==> config.mk <==
export PLATFORM = sky130hd
export DESIGN_NAME = ssp_dma_req_gen
export DESIGN_NICKNAME = d
export VERILOG_FILES = /design/src/rtl/ssp_dma_req_pkg.sv /design/src/rtl/ssp_dreq_level_scale.sv /design/src/rtl/ssp_dreq_dir.sv /design/src/rtl/ssp_dma_req_gen.sv
export SDC_FILE = /design/constraint.sdc
export NUM_CORES = 1
export LEC_CHECK = 0
export BUFFER_PORTS_ARGS = -buffer_cell sky130_fd_sc_hd__buf_2
export CAP_MARGIN = 0
export CORE_MARGIN = 2
export CORE_UTILIZATION = 49
export CTS_CLUSTER_SIZE = 8
export DETAILED_ROUTE_END_ITERATION = 6
export GPL_TIMING_DRIVEN = 0
export HOLD_SLACK_MARGIN = 0.03
export PLACE_DENSITY_LB_ADDON = 0.12
export SETUP_SLACK_MARGIN = 0.15
export SKIP_LAST_GASP = 1
export SLEW_MARGIN = 0
export SYNTH_ARGS = -nofsm -noshare
export SYNTH_HDL_FRONTEND = slang
export SYNTH_SLANG_ARGS = --single-unit
==> constraint.sdc <==
create_clock -name clk -period 4.3 [get_ports clk]
set_clock_uncertainty 0.15 [all_clocks]
set_input_delay 0.43 -clock clk [delete_from_list [all_inputs] [get_ports clk]]
set_output_delay 0.43 -clock clk [all_outputs]
set_load 0.005 [all_outputs]
==> src/rtl/ssp_dma_req_pkg.sv <==
package ssp_dma_req_pkg;
    typedef struct packed {
        logic req;
        logic flag;
    } dir_state_t;
endpackage

==> src/rtl/ssp_dreq_level_scale.sv <==
module ssp_dreq_level_scale #(
    parameter int LVL_W = 7
) (
    input  logic [LVL_W-1:0] bytes_in,
    input  logic [1:0]       width_sel,
    output logic [LVL_W-1:0] samples_out
);
    always_comb begin
        case (width_sel)
            2'd0:    samples_out = bytes_in;
            2'd1:    samples_out = bytes_in >> 1;
            2'd2:    samples_out = bytes_in / LVL_W'(3);
            default: samples_out = bytes_in >> 2;
        endcase
    end
endmodule

==> src/rtl/ssp_dreq_dir.sv <==
module ssp_dreq_dir
    import ssp_dma_req_pkg::*;
#(
    parameter int   LVL_W    = 7,
    parameter int   THR_W    = 5,
    parameter bit   AT_LEAST = 1'b0,
    parameter logic FLAG_RST = 1'b0
) (
    input  logic             clk,
    input  logic             rst_n,
    input  logic             port_en,
    input  logic             force_cond,
    input  logic [LVL_W-1:0] samples,
    input  logic [THR_W-1:0] thresh,
    input  logic             dma_en,
    input  logic             ack,
    output logic             req,
    output logic             flag
);
    localparam int CMP_W = (LVL_W > THR_W) ? LVL_W : THR_W;

    logic [CMP_W-1:0] lvl_ext;
    logic [CMP_W-1:0] thr_ext;
    logic             cmp_hit;
    logic             cond;
    dir_state_t       st_d, st_q;

    assign lvl_ext = CMP_W'(samples);
    assign thr_ext = CMP_W'(thresh);

    generate
        if (AT_LEAST) begin : g_ge
            assign cmp_hit = (lvl_ext >= thr_ext);
        end else begin : g_le
            assign cmp_hit = (lvl_ext <= thr_ext);
        end
    endgenerate

    assign cond = force_cond | cmp_hit;

    always_comb begin
        st_d = st_q;
        if (port_en) begin
            st_d.flag = cond;
            if (dma_en) begin
                if (ack) begin
                    st_d.req = 1'b0;
                end else if (cond) begin
                    st_d.req = 1'b1;
                end
            end
        end
    end

    always_ff @(posedge clk) begin
        if (!rst_n) begin
            st_q.req  <= 1'b0;
            st_q.flag <= FLAG_RST;
        end else begin
            st_q <= st_d;
        end
    end

    assign req  = st_q.req;
    assign flag = st_q.flag;
endmodule

==> src/rtl/ssp_dma_req_gen.sv <==
module ssp_dma_req_gen #(
    parameter int LVL_W = 7,
    parameter int THR_W = 5
) (
    input  logic             clk,
    input  logic             rst_n,
    input  logic             port_en,
    input  logic             spi_fmt,
    input  logic [1:0]       width_sel,
    input  logic [LVL_W-1:0] tx_level,
    input  logic [LVL_W-1:0] rx_level,
    input  logic [THR_W-1:0] tx_thresh,
    input  logic [THR_W-1:0] rx_thresh,
    input  logic             tx_dma_en,
    input  logic             rx_dma_en,
    input  logic             tx_ack,
    input  logic             rx_ack,
    output logic             tx_req,
    output logic             rx_req,
    output logic             tx_flag,
    output logic             rx_flag
);
    logic [LVL_W-1:0] tx_samples;
    logic [LVL_W-1:0] rx_samples;

    ssp_dreq_level_scale #(.LVL_W(LVL_W)) u_tx_scale (
        .bytes_in    (tx_level),
        .width_sel   (width_sel),
        .samples_out (tx_samples)
    );

    ssp_dreq_level_scale #(.LVL_W(LVL_W)) u_rx_scale (
        .bytes_in    (rx_level),
        .width_sel   (width_sel),
        .samples_out (rx_samples)
    );

    ssp_dreq_dir #(
        .LVL_W(LVL_W), .THR_W(THR_W), .AT_LEAST(1'b0), .FLAG_RST(1'b1)
    ) u_tx_dir (
        .clk        (clk),
        .rst_n      (rst_n),
        .port_en    (port_en),
        .force_cond (1'b0),
        .samples    (tx_samples),
        .thresh     (tx_thresh),
        .dma_en     (tx_dma_en),
        .ack        (tx_ack),
        .req        (tx_req),
        .flag       (tx_flag)
    );

    ssp_dreq_dir #(
        .LVL_W(LVL_W), .THR_W(THR_W), .AT_LEAST(1'b1), .FLAG_RST(1'b0)
    ) u_rx_dir (
        .clk        (clk),
        .rst_n      (rst_n),
        .port_en    (port_en),
        .force_cond (spi_fmt),
        .samples    (rx_samples),
        .thresh     (rx_thresh),
        .dma_en     (rx_dma_en),
        .ack        (rx_ack),
        .req        (rx_req),
        .flag       (rx_flag)
    );
endmodule

# Word level (Yosys, flattened, before mapping)
# Cells that the tools add are included.
[totals]
ff_bits = 4
inputBits = 34
output_inout_bits = 4
elab_cells = 22
[op_classes]
div_mod_pow = 2
order_cmp = 2
n_eq_ne = 2
mux = 6
bitwise_logic = 1
n_reduce_logical = 5
[ops]
columns = ["cell", "count"]
rows = [
  ["one-hot mux 7 bit (3 select lines)", 2],
  ["divider 7 x 2 -> 7 bit (second input constant)", 2],
  [">= comparator 7 x 5 -> 1 bit", 1],
  ["<= comparator 7 x 5 -> 1 bit", 1],
  ["AND reduction 3 bit", 2],
  ["two-way mux 1 bit", 4],
  ["nonzero test 2 bit", 2],
  ["== test 2 x 1 -> 1 bit (second input constant)", 1],
  ["== test 2 bit (second input constant)", 1],
  ["zero test 2 bit", 1],
  ["OR 1 bit", 1],
]

# Longest topological paths before layout
# Gate-level depths: netlist of the first run.
[logic_depth]
ltp_word = 6
ltp_mapped = 19
depth_no_buf = 18

# By module
# Synthesis of the first run repeated with hierarchy kept, for this count alone.
[unflattened]
hier_cells = 229
hier_area_um2 = 1521.5
[modules_own_cells]
columns = ["mod", "instances", "cells_each", "area_each_um2", "seq_area_each_um2"]
rows = [
  ["ssp_dreq_level_scale", 2, 87, 541.8, 0.0],
  ["ssp_dreq_dir at u_tx_dir", 1, 28, 232.7, 40.0],
  ["ssp_dreq_dir at u_rx_dir", 1, 26, 201.4, 40.0],
  ["ssp_dma_req_gen", 1, 1, 3.8, 0.0],
]

# Least setup slack after synthesis of the first run
# Ideal clock, no wire load.
[synth_path]
path_type = "input -> register"
start = "input port rx_level[4]"
end = "register, netlist name u_rx_dir.req"
setup_ps = 115
arrival_time_ps = 3036
t_required_ps = 4035
slack_ps = 998
cell_stages = 17
n_path_buf = 1
cell_sequence = "buf_2 > or2_2 > mux2i_1 > o21ai_0 > a21oi_1 > ha_1 > nand3b_1 > o21a_1 > o21ai_1 > ha_1 > nand2b_1 > a21o_1 > a21o_1 > a21oi_1 > o211ai_1 > a31oi_1 > nor2_1"
[synth_between]
elab_chain_len = 6
[synth_lines]
columns = ["item", "line", "source"]
rows = [
  ["start, declared", "ssp_dma_req_gen.sv:11", "input logic [LVL_W-1:0] rx_level,"],
  ["divider 7 x 2 -> 7 bit", "ssp_dreq_level_scale.sv:12", "2'd2: samples_out = bytes_in / LVL_W'(3);"],
  ["one-hot mux 7 bit (3 select lines) (*)", "ssp_dreq_level_scale.sv:9", "case (width_sel)"],
  [">= comparator 7 x 5 -> 1 bit (*)", "ssp_dreq_dir.sv:33", "assign cmp_hit = (lvl_ext >= thr_ext);"],
  ["OR 1 bit (*)", "ssp_dreq_dir.sv:39", "assign cond = force_cond | cmp_hit;"],
  ["nonzero test 2 bit (no line) (*)", "-", ""],
  ["AND reduction 3 bit (no line) (*)", "-", ""],
]
# Every way passes the cells marked *; elsewhere a longest branch is shown, timed or not.
# A chain may end at the register's enable or synchronous reset.

# Final worst setup path of the first run
[layout_path]
start = "input port rx_level[4]"
end = "register, netlist name u_rx_dir.req"
[layout_between]
elab_chain_len = 6
[layout_lines]
columns = ["item", "line"]
rows = [
  ["divider 7 x 2 -> 7 bit", "ssp_dreq_level_scale.sv:12"],
  ["one-hot mux 7 bit (3 select lines) (*)", "ssp_dreq_level_scale.sv:9"],
  [">= comparator 7 x 5 -> 1 bit (*)", "ssp_dreq_dir.sv:33"],
  ["OR 1 bit (*)", "ssp_dreq_dir.sv:39"],
  ["nonzero test 2 bit (no line) (*)", "-"],
  ["AND reduction 3 bit (no line) (*)", "-"],
]
# Marks and branches as above.

==> results of run 1 <==
==> metal layers <==
metal / vias up / wire, µm / global-route usage
met4: 0 / 36 / 0.05590
met1: 809 / 2046 / 0.3531
met5: - / 0 / 0
met2: 63 / 1718 / 0.3625
li1: 949 / - / -
met3: 4 / 209 / 0.01919
==> kinds of logic (layout without fill, tap and decap cells) <==
logic type                 after synthesis  count (layout)  synth area share
DFF                                      4               4           0.05088
xor gates and xnor gates                 4               4           0.02226
AOI/OAI and AO/OA                       77              77            0.3354
and+or+nand+nor                         92              92            0.3092
buffers and inverters                   36              70            0.1009
muxes                                   10              10           0.07949
adders and majority gates               13              13            0.1017
==> synthesized netlist by cell type (7+ instances only) <==
library cell / n / area (µm²)
nand2_1: 24 / 90.09
nand2b_1: 16 / 100.1
inv_1: 14 / 52.55
nor2_1: 14 / 52.55
o21ai_0: 13 / 65.06
ha_1: 12 / 150.1
a21oi_1: 11 / 55.05
nor2b_1: 10 / 62.56
buf_2: 9 / 45.04
clkbuf_1: 9 / 33.78
nand3_1: 9 / 45.04
mux2i_1: 8 / 80.08
o211ai_1: 8 / 60.06
o22ai_1: 7 / 43.79
==> worst max-delay path: cells and delay by family <==
family | cells | cell delay [ps]
and+or+nand+nor | 4 | 690
adders and majority gates | 2 | 480
AOI/OAI and AO/OA | 9 | 1400
buffers and inverters | 2 | 280
muxes | 1 | 190
==> stage by stage <==
stage | total power, mW | hold WS [ps]
global route | 0.3060 | 276.1
detailed placement | 0.2289 | 313.3
floorplan | 0.1801 | 310.4
CTS | 0.2791 | 261.9
finish | 0.2755 | 263.5
global placement | 0.2261 | 310.2
==> worst min-delay path by stage <==
| stage | cells past startpoint | endpoint |
|---|---|---|
| global placement | 2 | u_tx_dir.flag |
| detailed placement | 2 | u_rx_dir.req |
| CTS | 2 | u_tx_dir.flag |
| finish | 2 | u_tx_dir.flag |
| floorplan | 2 | u_tx_dir.req |
| global route | 2 | u_tx_dir.flag |
==> cells in the final DEF, fill, tap and decap left out, types with 7 or more instances in the layout <==
cell       n
o21ai_0   13
nand2b_1  16
a21oi_1   11
inv_1     14
o22ai_1    7
o211ai_1   8
buf_2     40
ha_1      12
mux2i_1    8
nor2_1    14
clkbuf_1   9
nor2b_1   10
nand2_1   24
nand3_1    9
==> power groups by stage <==
stage / Sequential [mW] / Combinational, mW / Clock [mW]
after floorplan: 0.0427 / 0.137 / 0
after global placement: 0.0423 / 0.184 / 0
after detailed placement: 0.0424 / 0.187 / 0
after CTS: 0.0419 / 0.188 / 0.0495
after global routing: 0.0422 / 0.214 / 0.0498
final: 0.0419 / 0.187 / 0.0469
==> cell type report <==
class / count / share of cell area
multi-input cells: 196 / 0.7389
inverters: 14 / 0.02909
flip-flops and latches: 4 / 0.04432
plain buffers: 22 / 0.05886
repair buffers: 31 / 0.08587
clock buffers: 3 / 0.01247
well taps: 44 / 0.03047
==> flip-flops by register name, indices dropped and copies added (netlist names) <==
name	count
u_rx_dir.flag	1
u_rx_dir.req	1
u_tx_dir.flag	1
u_tx_dir.req	1
==> flow_summary.ini, run 1 <==
[global_routing]
grt_pass1_wl_um = 6824
antenna_found_initial = 0
grt_pass1_vias = 1569
grt_max_degree = 11
overflow = 0
grtUsageTotal = 0.2347

[cells_and_area]
n_antenna_cell = 0
area_delta_synth_final_pct = 14.79
utilization = 0.5918
layout-drive-gt1-share = 0.1926
instances_no_fill = 314
fillers = 323
fin_area_um2 = 1807
seq_area_um2 = 80.08
multi_input_area_um2 = 1335
nets = 318

[yosys]
synth_seq_cells = 4
yosysSeqAreaShare = 0.05087
postSynthAreaPerCell_um2 = 6.670
synthFlopType = dfxtp_1
ys_warn_count = 0
synth-async-reset-ratio = 0
synth_enable_flop_cells = 0
synthesis.nets = 282
syn_inst = 236
ys_types = 54
netlist_area_um2 = 1574

[outcome]
outcome = finished clean

[power]
p_comb_frac = 0.678
netSwitchingPower_uw = 118.4
switching_share = 0.4296
ir_drop_uv = 162.0
internal_power_uw = 157.2
p_per_area_nw_per_um2 = 152.5
pwr-share-clk = 0.170
power_leakage_nw = 0.8032
seq_power_share = 0.152

[floorplan]
rows = 20
ioPinCount = 38
die-area_um2 = 3681
coreArea_um2 = 3053
dieHeight_um = 60.68
die_x_um = 60.68
start_util = 0.5156

[place]
place_area_um2 = 1784
globalplace.congestion = 0.9228
pre_cts_ws_ps = 552.4
dpl.hpwl_um = 3131
numPortBuffers = 31
numPlacedInstances = 311

[critical_path]
crit_start = rx_level[4]
r2r-start = u_rx_dir.req
crit_path_max_fanout = 10
setup.worst_path.end = u_rx_dir.req
crit_path_start_kind = input port
cp_data_arrival_time_ps = 3480
reg2reg_to = u_rx_dir.req
r2r_cells = 2
cp.required_ps = 4270
r2r_slack_ps = 3540
cp_slowest_cell = or2_2
max_stage_delay_ps = 330
worstSetupPathType = input port to register
cp_cell_sequence = buf_2 -> buf_2 -> or2_2 -> mux2i_1 -> o21ai_0 -> a21oi_1 -> ha_1 -> nand3b_1 -> o21a_1 -> o21ai_1 -> ha_1 -> nand2b_1 -> a21o_1 -> a21o_1 -> a21oi_1 -> o211ai_1 -> a31oi_1 -> nor2_1
end_kind = register

[route]
ant_nets = 0
post_drt_wl_per_cell_um = 12.77
drtIter0Drc = 140
vias_per_cell = 5.812
dr.pass1.iters = 4
routed_wl_um = 4011
drc = 0
routed-via-count = 1825

[timing]
rsz0062_at_grt = false
worst_slack_ps = 794.4
worst_pin_slew_ps = 509.5
setup_viol_count_final = 0
slew_headroom = 0.6603
report.final.slew_viol_count = 0
max_clock_freq_mhz = 285.3
min_period_ps = 3506
finalCritPeriodShare = 0.8152
hold_viol = 0
totalNegativeSetupSlack_ps = 0

[cts]
cts-root-buf = clkbuf_4
tritoncts = yes
cts.clk_slew.worst_paths_ps = 40
cts_buffer_depth = 2
insertion_delay_ps = 230
numCtsBuffers = 3
post_cts_buffers = 0
htree_levels = 1
hold_buffers = 0
postCtsResizedCells = 0
clock-sinks = 4

[job]
cap_viol_max_count = 0

[min_path]
hold_class = input port to register
worstHoldStart = rst_n
Power figures use the tool's default switching activity.
==> inputs of run 2 (changes only) <==
- clock period: 4.3 -> 3.1 ns (I/O delays scaled with it)
==> flow_summary.ini, run 2 (same netlist as run 1, synthesis figures left out) <==
[route]
ant_nets = 0
post_drt_wl_per_cell_um = 13.71
drc = 0
drtIter0Drc = 134
routed-via-count = 1919
routed_wl_um = 4509
dr.pass1.iters = 4
vias_per_cell = 5.833

[cells_and_area]
final_cell_mix = buf_2, nand2_1, buf_4, inv_1, nor2_1
final_common_cell = buf_2
utilization = 0.7381
n_antenna_cell = 0
layout-drive-gt1-share = 0.3544
area_delta_synth_final_pct = 43.16
instances_no_fill = 329
nets = 333

[timing]
worst_slack_ps = -7.529
setup_viol_count_final = 1
hold_viol = 0
finalCritPeriodShare = 1.002
slew_headroom = 0.6576
report.final.slew_viol_count = 0
rsz0062_at_grt = true
holdWs_ps = 148.9
max_clock_freq_mhz = 321.8
min_period_ps = 3108
worst_pin_slew_ps = 513.5

[power]
p_total_uw = 470.3
power_leakage_nw = 1.002
p_per_area_nw_per_um2 = 208.7
ir_drop_uv = 177.0

[cts]
hold_buffers = 0
clock-sinks = 4
insertion_delay_ps = 240
htree_levels = 1
tritoncts = yes
cts-root-buf = clkbuf_4
numCtsBuffers = 3
cts.clk_slew.worst_paths_ps = 40
cts_buffer_depth = 2

[floorplan]
coreArea_um2 = 3053
dieHeight_um = 60.68
rows = 20
ioPinCount = 38
start_util = 0.5156
die_x_um = 60.68
die-area_um2 = 3681

[global_routing]
grt_pass1_wl_um = 6975
antenna_found_initial = 0
grt_max_degree = 11
met1_usage = 0.3522
grt_pass1_vias = 1664
grtUsageTotal = 0.2397
grtUsageMet2 = 0.3763
busiest_layer = met2
met3_usage = 0.01706
overflow = 0

[place]
pre_cts_ws_ps = -368.4
dpl.hpwl_um = 2954
numPlacedInstances = 311
globalplace.congestion = 0.8076
numPortBuffers = 31

[critical_path]
crit_path_start_kind = input port
cp.required_ps = 3080
worstSetupPathType = input port to register
cp_data_arrival_time_ps = 3090
crit_path_max_fanout = 6
end_kind = register

[outcome]
violations = negative setup slack
outcome = complete, but fails checks

[job]
cap_viol_max_count = 0

[min_path]
hold_class = input port to register
==> run 2: critical path: stages <==
cell      delay, ps
buf_8           100
buf_8           130
or2_4           250
mux2i_4         150
o21ai_2          80
a21oi_2         160
ha_2            280
nand3b_1        150
o21a_1          110
o21ai_1         130
ha_1            240
nand2b_4        130
a21o_1          160
a21o_1          200
a21oi_2         120
o211ai_1        130
a31oi_1         190
nor2_1           50
==> run 2: final timing paths <==
kind,from,end,slack [ps],cells after the start
max,rx_level[4],u_rx_dir.req,-8,18
min,rst_n,u_tx_dir.flag,150,2
max reg2reg,u_rx_dir.req,u_rx_dir.req,2350,2
min reg2reg,u_rx_dir.req,u_rx_dir.req,320,2
==> run 2: power by group <==
group	leakage [nW]	internal [mW]	switching [mW]
combinational	0.955	0.176	0.169
sequential	0.0331	0.0560	0.00208
clock	0.0138	0.0434	0.0232
total	1.00	0.276	0.195
==> run 2: area by class of cell <==
| type | instances | area [µm²] |
|---|---|---|
| well taps | 44 | 55.05 |
| repair buffers | 46 | 320.3 |
| multi-input cells | 196 | 1538 |
| flip-flops and latches | 4 | 80.08 |
| plain buffers | 22 | 185.2 |
| fillers | 259 | 799.5 |
| inverters | 14 | 52.55 |
| clock buffers | 3 | 22.52 |
==> run 2: repair_timing <==
action                                  in CTS  in global routing
setup buffers                                9                  5
endpoints found under the setup margin       4                  4
resized for setup                           35                 25
pin swaps                                   13                 17
gates cloned                                 0                  1
==> run 2: through the flow <==
step / TNS, ps / area [µm²]
floorplan: 0 / 1647
global placement: -1310 / 1857
detailed placement: -1369 / 1857
CTS: 0 / 2098
global route: -673.8 / 2253
finish: -7.529 / 2253
==> run 2: per-layer routing <==
metal | part of all wire | up-vias | routed length [µm]
met1 | 0.47 | 863 | 2098
met2 | 0.46 | 78 | 2073
met3 | 0.064 | 9 | 287
li1 | - | 969 | -
met4 | 0.011 | 0 | 50
met5 | 0 | - | 0
==> inputs of run 3 (changes only) <==
- CTS_BUF_LIST: default -> sky130_fd_sc_hd__clkbuf_2 sky130_fd_sc_hd__clkbuf_4 sky130_fd_sc_hd__clkbuf_8
- clock period: 3.1 -> 3.75 ns (I/O delays scaled with it)
==> flow_summary.ini, run 3 (same netlist as run 1, synthesis figures left out) <==
[global_routing]
overflow = 0
grt_max_degree = 11
antenna_found_initial = 0
grt_pass1_vias = 1569
grtUsageTotal = 0.2347
grt_pass1_wl_um = 6824

[floorplan]
rows = 20
start_util = 0.5156
coreArea_um2 = 3053
die-area_um2 = 3681
ioPinCount = 38
die_x_um = 60.68
dieHeight_um = 60.68

[place]
place_area_um2 = 1784
globalplace.congestion = 0.9228
dpl.hpwl_um = 3131
numPortBuffers = 31

[cts]
cts.clk_slew.worst_paths_ps = 40
numCtsBuffers = 3
clock-sinks = 4
htree_levels = 1
tritoncts = yes
post_cts_buffers = 0
cts-root-buf = clkbuf_4
insertion_delay_ps = 230
cts_buffer_depth = 2

[cells_and_area]
n_antenna_cell = 0
final_cell_mix = buf_2, nand2_1, nand2b_1, nor2_1, inv_1
fin_area_um2 = 1849
fillers = 310
area_delta_synth_final_pct = 17.49
final_common_cell = buf_2
nets = 318
layout-drive-gt1-share = 0.2259

[power]
power_leakage_nw = 0.8151
internal_power_uw = 184.5
seq_power_share = 0.148
ir_drop_uv = 181.3
netSwitchingPower_uw = 140.0
p_comb_frac = 0.686
pwr-share-clk = 0.166
switching_share = 0.4314
p_per_area_nw_per_um2 = 175.5

[timing]
min_period_ps = 3345
report.final.slew_viol_count = 0
hold_viol = 0
max_clock_freq_mhz = 299.0
finalCritPeriodShare = 0.8919
slew_headroom = 0.6597
totalNegativeSetupSlack_ps = 0
worst_pin_slew_ps = 510.4
setup_viol_count_final = 0
rsz0062_at_grt = false

[route]
routed-via-count = 1829
post_drt_wl_per_cell_um = 12.96
vias_per_cell = 5.825
dr.pass1.iters = 5
ant_nets = 0
drtIter0Drc = 128
drc = 0
routed_wl_um = 4068

[critical_path]
crit_path_start_kind = input port
crit_path_max_fanout = 10
cp_data_arrival_time_ps = 3320
worstSetupPathType = input port to register
cp.required_ps = 3720
end_kind = register

[outcome]
outcome = finished clean

[min_path]
hold_class = input port to register

[job]
cap_viol_max_count = 0
-- run 3: critical path, cell delays in order --
cell      delay, ps
buf_2           110
buf_4           170
or2_4           270
mux2i_2         180
o21ai_1         100
a21oi_2         150
ha_2            280
nand3b_1        160
o21a_1          140
o21ai_2         130
ha_1            230
nand2b_1        140
a21o_1          200
a21o_1          190
a21oi_2         130
o211ai_1        140
a31oi_1         190
nor2_1           60
-- run 3: area by class of cell --
class,instances,area (µm²),share of cell area
Timing Repair Buffer,31,155.1,0.08390
Multi-Input combinational cell,196,1371,0.7415
Sequential cell,4,80.08,0.04330
Inverter,14,52.55,0.02842
Clock buffer,3,22.52,0.01218
Tap cell,44,55.05,0.02977
Buffer,22,112.6,0.06089
-- run 3: worst paths after layout --
kind	startpoint	end	cells after the start	slack, ps
setup / recovery	rx_level[4]	u_rx_dir.req	18	410
hold / removal	rst_n	u_tx_dir.flag	2	210
setup reg to reg	u_rx_dir.req	u_rx_dir.req	2	2990
hold reg to reg	u_tx_dir.req	u_tx_dir.req	2	320
-- run 3: power groups by stage --
stage / logic (mW) / clock network [mW] / registers [mW]
finish: 0.223 / 0.0539 / 0.0481
global route: 0.253 / 0.0571 / 0.0484
CTS: 0.215 / 0.0567 / 0.0481
detailed placement: 0.214 / 0 / 0.0486
global placement: 0.211 / 0 / 0.0485
floorplan: 0.158 / 0 / 0.0489
-- run 3: timing repair --
item,in CTS,in global routing
setup endpoints to repair,0,2
hold buffers,0,0
gates resized for setup,0,15
-- run 3: through the flow --
step,cells,setup slack (ps),utilization,hold slack [ps],total power [mW]
2_1_floorplan,236,503.4,-,296.8,0.2065
3_3_place_gp,311,79.25,0.5844,310.2,0.2592
3_5_place_dp,311,57.35,0.5844,313.3,0.2625
4_1_cts,314,295.1,0.5918,206.9,0.3200
5_1_grt,314,161.5,0.6057,221.1,0.3588
6_report,314,405.2,0.6057,207.3,0.3245
-- run 3: metal layers --
layer / global-route usage / vias to the layer above / wire [µm]
li1: - / 949 / -
met1: 0.3531 / 807 / 2037
met2: 0.3625 / 69 / 1734
met3: 0.01919 / 4 / 258
met4: 0.05590 / 0 / 37
met5: 0 / - / 0
